[config.mk]
export PLATFORM = sky130hd
export DESIGN_NAME = mtmr_top
export DESIGN_NICKNAME = d
export VERILOG_FILES = /design/src/rtl/mtmr_pkg.sv /design/src/rtl/mtmr_edge.sv /design/src/rtl/mtmr_core.sv /design/src/rtl/mtmr_regs.sv /design/src/rtl/mtmr_top.sv
export SDC_FILE = /design/constraint.sdc
export NUM_CORES = 1
export LEC_CHECK = 0
export ABC_AREA = 1
export ABC_CLOCK_PERIOD_IN_PS = 6700
export BUFFER_PORTS_ARGS = -buffer_cell sky130_fd_sc_hd__buf_2
export CAP_MARGIN = 20
export CORE_AREA = 2 2 107 78
export CTS_CLUSTER_SIZE = 20
export DETAILED_ROUTE_END_ITERATION = 10
export DIE_AREA = 0 0 109 80
export MAX_ROUTING_LAYER = met4
export PLACE_DENSITY = 0.83
export SLEW_MARGIN = 15
export SYNTH_ARGS = -nofsm -noshare
export SYNTH_HDL_FRONTEND = slang
export SYNTH_HIERARCHICAL = 1
export SYNTH_SLANG_ARGS = --single-unit
[constraint.sdc]
create_clock -name clk -period 6.7 [get_ports clk]
set_input_delay 0.335 -clock clk [delete_from_list [all_inputs] [get_ports clk]]
set_output_delay 0.335 -clock clk [all_outputs]
set_load 0.005 [all_outputs]
[src/rtl/mtmr_pkg.sv]
package mtmr_pkg;

    localparam int CNT_W  = 16;
    localparam int BUS_W  = 8;
    localparam int ADDR_W = 3;
    localparam int NSRC   = 4;

    typedef enum logic [1:0] {
        MODE_TIMER = 2'b00,
        MODE_EVENT = 2'b01,
        MODE_MEAS  = 2'b10,
        MODE_INH   = 2'b11
    } mode_e;

    // control register contents without the read-only flag (bit 5)
    typedef struct packed {
        logic [1:0] clk_sel;   // bits 7:6
        logic       casc;      // bit 4
        logic [1:0] edge_sel;  // bits 3:2
        mode_e      mode;      // bits 1:0
    } ctrl_t;

    typedef struct packed {
        logic uf;
        logic cap;
        logic ovf;
    } core_evt_t;

    function automatic logic edge_pick(input logic [1:0] sel,
                                       input logic rise, input logic fall);
        case (sel)
            2'b00:   return rise;
            2'b01:   return fall;
            default: return rise | fall;
        endcase
    endfunction

    function automatic logic counts_down(input mode_e m);
        return (m == MODE_TIMER) || (m == MODE_EVENT);
    endfunction

endpackage

[src/rtl/mtmr_edge.sv]
module mtmr_edge
    import mtmr_pkg::*;
#(
    parameter int SYNC_STAGES = 2
) (
    input  logic       clk,
    input  logic       rst,
    input  logic       sig_in,
    input  logic [1:0] sel,
    output logic       hit_o
);
    logic [SYNC_STAGES-1:0] sync_q;
    logic                   prev_q;
    logic                   synced;

    assign synced = sync_q[SYNC_STAGES-1];

    always_ff @(posedge clk) begin
        if (rst) begin
            sync_q <= '0;
            prev_q <= 1'b0;
        end else begin
            sync_q <= {sync_q[SYNC_STAGES-2:0], sig_in};
            prev_q <= synced;
        end
    end

    assign hit_o = edge_pick(sel, synced & ~prev_q, ~synced & prev_q);

endmodule

[src/rtl/mtmr_core.sv]
module mtmr_core
    import mtmr_pkg::*;
#(
    parameter int W = CNT_W
) (
    input  logic         clk,
    input  logic         rst,
    input  mode_e        mode,
    input  logic         run,
    input  logic         tick,
    input  logic         meas_edge,
    input  logic         load,
    input  logic [W-1:0] load_val,
    input  logic [W-1:0] reload,
    output logic [W-1:0] cnt_q,
    output core_evt_t    evt,
    output logic         uf_q,
    output logic         irq_q
);
    logic [W-1:0] cnt_d;

    always_comb begin
        cnt_d = cnt_q;
        evt   = '0;
        if (load) begin
            cnt_d = load_val;
        end else if (run) begin
            if (counts_down(mode)) begin
                if (tick) begin
                    if (cnt_q == '0) begin
                        cnt_d  = reload;
                        evt.uf = 1'b1;
                    end else begin
                        cnt_d = cnt_q - 1'b1;
                    end
                end
            end else if (mode == MODE_MEAS) begin
                if (meas_edge) begin
                    evt.cap = 1'b1;
                    cnt_d   = '0;
                end else if (tick) begin
                    cnt_d   = cnt_q + 1'b1;
                    evt.ovf = &cnt_q;
                end
            end
        end
    end

    always_ff @(posedge clk) begin
        if (rst) begin
            cnt_q <= '0;
            uf_q  <= 1'b0;
            irq_q <= 1'b0;
        end else begin
            cnt_q <= cnt_d;
            uf_q  <= evt.uf;
            irq_q <= evt.uf | evt.cap;
        end
    end

    AST_INHIBIT_HOLD: assert property (@(posedge clk) disable iff (rst)
        (mode == MODE_INH && !load) |=> $stable(cnt_q));

    AST_STOPPED_HOLD: assert property (@(posedge clk) disable iff (rst)
        (!run && !load) |=> $stable(cnt_q));

    AST_UNDERFLOW_RELOAD: assert property (@(posedge clk) disable iff (rst)
        (run && !load && counts_down(mode) && tick && cnt_q == '0)
        |=> (uf_q && irq_q && cnt_q == $past(reload)));

    AST_CAPTURE_CLEAR: assert property (@(posedge clk) disable iff (rst)
        (run && !load && mode == MODE_MEAS && meas_edge)
        |=> (cnt_q == '0 && irq_q));

    AST_IRQ_NEEDS_RUN: assert property (@(posedge clk) disable iff (rst)
        irq_q |-> $past(run));

endmodule

[src/rtl/mtmr_regs.sv]
module mtmr_regs
    import mtmr_pkg::*;
#(
    parameter int W  = CNT_W,
    parameter int BW = BUS_W,
    parameter int AW = ADDR_W
) (
    input  logic          clk,
    input  logic          rst,
    input  logic          wr,
    input  logic [AW-1:0] addr,
    input  logic [BW-1:0] wdata,
    output logic [BW-1:0] rdata,
    input  logic [W-1:0]  cnt_q,
    input  core_evt_t     evt,
    output ctrl_t         ctrl_q,
    output logic          run_q,
    output logic [W-1:0]  reload_q,
    output logic          cnt_load,
    output logic [W-1:0]  load_val
);
    localparam int BYTES    = W / BW;
    localparam int A_RLD    = BYTES;
    localparam int A_CTRL   = 2 * BYTES;
    localparam int A_RUN    = 2 * BYTES + 1;

    logic          ovf_q;
    logic [W-1:0]  rld_d;
    logic          rld_hit;
    logic          ctrl_wr;

    assign ctrl_wr = wr && (addr == AW'(A_CTRL));

    always_comb begin
        rld_d   = evt.cap ? cnt_q : reload_q;
        rld_hit = 1'b0;
        for (int b = 0; b < BYTES; b++) begin
            if (wr && addr == AW'(b)) begin
                rld_d[b*BW +: BW] = wdata;
                rld_hit           = 1'b1;
            end
        end
    end

    assign cnt_load = rld_hit && !run_q;
    assign load_val = rld_d;

    always_ff @(posedge clk) begin
        if (rst) begin
            reload_q <= '0;
            ctrl_q   <= '0;
            run_q    <= 1'b0;
            ovf_q    <= 1'b0;
        end else begin
            reload_q <= rld_d;
            if (ctrl_wr) begin
                ctrl_q <= ctrl_t'({wdata[7:6], wdata[4:0]});
            end
            if (wr && addr == AW'(A_RUN)) begin
                run_q <= wdata[0];
            end
            if (ctrl_wr) begin
                ovf_q <= 1'b0;
            end else if (evt.ovf) begin
                ovf_q <= 1'b1;
            end
        end
    end

    always_comb begin
        rdata = '0;
        for (int b = 0; b < BYTES; b++) begin
            if (addr == AW'(b))         rdata = cnt_q[b*BW +: BW];
            if (addr == AW'(A_RLD + b)) rdata = reload_q[b*BW +: BW];
        end
        if (addr == AW'(A_CTRL)) rdata = {ctrl_q[6:5], ovf_q, ctrl_q[4:0]};
        if (addr == AW'(A_RUN))  rdata = {{(BW-1){1'b0}}, run_q};
    end

    AST_FLAG_CLEARED: assert property (@(posedge clk) disable iff (rst)
        ctrl_wr |=> !ovf_q);

    AST_RUNNING_WRITE_NO_LOAD: assert property (@(posedge clk) disable iff (rst)
        (rld_hit && run_q) |-> !cnt_load);

endmodule

[src/rtl/mtmr_top.sv]
module mtmr_top
    import mtmr_pkg::*;
#(
    parameter int W  = CNT_W,
    parameter int AW = ADDR_W
) (
    input  logic            clk,
    input  logic            rst,
    input  logic            bus_wr,
    input  logic [AW-1:0]   bus_addr,
    input  logic [BUS_W-1:0] bus_wdata,
    output logic [BUS_W-1:0] bus_rdata,
    input  logic [NSRC-1:0] clk_en,
    input  logic            ext_in,
    input  logic            casc_in,
    output logic            irq,
    output logic            uf_out
);
    ctrl_t        ctrl_q;
    logic         run_q;
    logic [W-1:0] reload_q;
    logic [W-1:0] cnt_q;
    logic [W-1:0] load_val;
    logic         cnt_load;
    core_evt_t    evt;
    logic [1:0]   edge_sel;
    logic         ext_hit;
    logic         tick;

    // measurement: bit 2 picks period (rising only) or width (both edges)
    assign edge_sel = (ctrl_q.mode == MODE_MEAS)
                    ? (ctrl_q.edge_sel[0] ? 2'b10 : 2'b00)
                    : ctrl_q.edge_sel;

    always_comb begin
        if (ctrl_q.mode == MODE_EVENT) begin
            tick = ctrl_q.casc ? casc_in : ext_hit;
        end else begin
            tick = clk_en[ctrl_q.clk_sel];
        end
    end

    mtmr_edge #(.SYNC_STAGES(2)) u_edge (
        .clk    (clk),
        .rst    (rst),
        .sig_in (ext_in),
        .sel    (edge_sel),
        .hit_o  (ext_hit)
    );

    mtmr_regs #(.W(W), .BW(BUS_W), .AW(AW)) u_regs (
        .clk      (clk),
        .rst      (rst),
        .wr       (bus_wr),
        .addr     (bus_addr),
        .wdata    (bus_wdata),
        .rdata    (bus_rdata),
        .cnt_q    (cnt_q),
        .evt      (evt),
        .ctrl_q   (ctrl_q),
        .run_q    (run_q),
        .reload_q (reload_q),
        .cnt_load (cnt_load),
        .load_val (load_val)
    );

    mtmr_core #(.W(W)) u_core (
        .clk       (clk),
        .rst       (rst),
        .mode      (ctrl_q.mode),
        .run       (run_q),
        .tick      (tick),
        .meas_edge (ext_hit),
        .load      (cnt_load),
        .load_val  (load_val),
        .reload    (reload_q),
        .cnt_q     (cnt_q),
        .evt       (evt),
        .uf_q      (uf_out),
        .irq_q     (irq)
    );

endmodule

==> results_dict.tcl <==
set metrics [dict create \
    grt_overflow_total 0 \
    final_nets 730 \
    synth_flop_cell "dfxtp_1" \
    numCtsBuffers 5 \
    rows 27 \
    synth_top_area_frac 0.227 \
    grt_pass1_vias 4017 \
    drv_cap 0 \
    crit_chain "buf_2 > inv_2 > nand3_2 > inv_2 > nand2_2 > a21oi_1 > clkinv_1 > nand4_1 > inv_1 > o21ai_0 > nand2_1 > o21ai_1 > inv_1 > nor2_1 > nor2_1 > nand2_1 > a21oi_1" \
    crit_fanout 32 \
    synth_area_um2 4050 \
    via_count 4624 \
    drt_iter0_markers 574 \
    report.final.setup_viol 0 \
    clk_pin_slew_worst_paths_ns 0.09 \
    cts_hold_buf 0 \
    postCtsSetupBuffers 0 \
    wl_met2_mm 5.51 \
    status "finished clean" \
    max_stage_delay_ns 0.72 \
    placed_cell_area_um2 4140 \
    antenna_found_initial 0 \
    synth_area_leader_cell "dfxtp_1" \
    ant_nets 0 \
    clock-skew-final_ns 0.00437 \
    rsz0062_at_grt "false" \
    start_util 0.528 \
    p_per_area_nw_per_um2 213 \
    min_path_type "input port to flip-flop" \
    drive_above_1_share 0.127 \
    finalCritPeriodShare 0.520 \
    avgSynthCellArea_um2 5.81 \
    power_mw 0.902 \
    dp_cells 799 \
    io_buffers 29 \
    drc 0 \
    antenna_cells 0 \
    slowest_stage "a21oi_1" \
    cts_sinks 46 \
    cts_tree "yes" \
    synth_edf_count 0 \
    synth_area_leaders "dfxtp_1 (23%), nand2_1 (16%), nor2_1 (8.9%), inv_1 (8.8%), nand3_1 (7.2%)" \
    place_congestion 1.02 \
    postCtsResizedCells 0 \
    dieArea_um2 8720 \
    ios 30 \
    slew_viol_final 0 \
    worstMarginPinSlew_ns 0.833 \
    slew_headroom 0.444 \
    htree_levels 2 \
    wl_mm 13.0 \
    max_freq_ghz 0.287 \
    critical_path_required_ns 6.87 \
    clock_latency_ns 0.31 \
    start_kind "input port" \
    grt_max_degree 42 \
    worstPathArrival_ns 3.65 \
    die_y_um 80 \
    wl_met3_mm 1.68 \
    synthCells 697 \
    path_class "input port to flip-flop" \
    die_x_um 109 \
    design_area_um2 4230 \
    dp.final_hpwl_mm 9.67 \
    met1_length_mm 5.64 \
    yosysUniqueCellTypes 37 \
    p_leak_nw 2.08 \
    period_needed_ns 3.48 \
    ys_warn_count 6 \
    setup_tns_ns 0 \
    highest_layer "met4" \
    core_area_um2 7670 \
    end_kind "flip-flop" \
    root_buffer "clkbuf_8" \
    ir_worst_vdd_mv 0.134 \
    syn-num-nets 722 \
    clockBufferDepth 2 \
    firstDrtPassIters 5 \
    synthArstFlopShare 0 \
    cp_top_family "compound AO/OA/AOI/OAI gates" \
    synth_seq_cells 46 \
    wire_per_inst_um 16.1 \
    hold_viol 0 \
    synth_seq_area_share 0.227 \
    grt_usage 0.312 \
    fin_cells 807 \
    path_buf_inv 6 \
    grt_pass1_wl_mm 20.4 \
    area_growth_pct 4.36 \
    routed_via_density 5.73 \
]
-- placed cells by master, fill, tap and decap left out, types with 2 or more instances in the layout --
cell type	n
inv_2	7
xor2_1	2
clkbuf_8	6
o21ai_0	34
dfxtp_1	46
or2_2	9
a31oi_1	2
nor2_2	5
o21ai_1	18
nand2_1	171
nor3_4	2
inv_1	95
nor2_1	96
o221ai_1	2
nand2_2	6
nand3_2	7
nand4_1	22
nand3_1	58
nor2_4	5
ha_1	5
o211ai_1	4
nand2_4	4
nor3_1	8
a21oi_2	3
a21oi_1	50
buf_2	29
-- logic make-up after synthesis --
family,after synthesis,share of synthesized area
AO/OA/AOI/OAI,114,0.150
XOR/XNOR,2,0.00433
adder cells (fa/ha/maj),5,0.0154
buffers and inverters,133,0.145
flip-flops,46,0.227
AND/OR/NAND/NOR,397,0.458
-- metrics by stage --
stage / setup WS, ns / util / hold WS (ns)
after floorplan: 4.06 / - / 0.388
after global placement: 3.21 / 0.539 / 0.395
after detailed placement: 3.01 / 0.539 / 0.407
after CTS: 3.34 / 0.551 / 0.213
after global routing: 2.88 / 0.551 / 0.222
final: 3.22 / 0.551 / 0.218
-- area by class of cell --
type	count	area (um2)
Clock buffer	7	86.3
Timing Repair Buffer	30	153
Sequential cell	46	921
Tap cell	101	126
Inverter	104	393
Fill cell	750	3440
Clock inverter	1	5.00
Multi-Input combinational cell	518	2540
-- worst reg2reg max path, stage by stage, from the launching register on --
cell and delay (ns):
dfxtp_1 0.83, a21oi_1 0.15, a31oi_1 0.25, nand2_1 0.08, nand3_1 0.21, nand4_1 0.17
inv_1 0.64, nor2_1 0.12, a21oi_1 0.15, nand2_1 0.07, o21ai_1 0.13, inv_1 0.07
nor2_1 0.14, nor2_1 0.07, nand2_1 0.09, a21oi_2 0.05
-- registers in the layout (all words and copies together) (netlist names) --
register	cells
u_regs/run_q	1
u_regs/ovf_q	1
u_edge/prev_q	1
u_core/uf_q	1
u_edge/sync_q	2
u_regs/ctrl_q	7
u_core/cnt_q	16
u_core/irq_q	1
u_regs/reload_q	16
-- per-layer routing --
metal	vias up	global-route usage
li1	2236	-
met1	2088	0.448
met2	277	0.442
met3	23	0.0735
met4	0	0.0667
met5	-	-
-- power breakdown --
part	leakage, nW	switching, mW	total [mW]	internal (mW)
sequential	0.374	0.0335	0.320	0.287
combinational	1.66	0.261	0.397	0.135
clock	0.0482	0.101	0.184	0.0835
-- synthesized netlist by cell type, types with 2 or more instances --
library cell / instances
nor3_4: 2
or2_2: 9
a21oi_2: 3
nor2_4: 5
buf_6: 7
nor3_1: 8
ha_1: 5
nand2_4: 4
xor2_1: 2
nand3_1: 58
o221ai_1: 2
nand2_1: 171
buf_2: 12
o211ai_1: 4
o21ai_1: 18
inv_2: 7
a31oi_1: 2
o21ai_0: 34
inv_1: 95
nand4_1: 22
clkbuf_1: 6
nor2_1: 96
dfxtp_1: 46
a21oi_1: 50
nand3_2: 7
nand2_2: 6
nor2_2: 5
buf_4: 2
-- worst paths after layout --
check / depth (start not counted) / from / endpoint / slack [ns]
worst max register to register: 15 / u_regs/ctrl_q[1] / u_core/cnt_q[15] / 3.36
worst max-delay path: 17 / bus_addr[2] / u_core/cnt_q[7] / 3.22
worst min register to register: 2 / u_edge/sync_q[0] / u_edge/sync_q[1] / 0.42
worst min-delay path: 3 / ext_in / u_edge/sync_q[0] / 0.22
(Power assumes the default switching activity.)
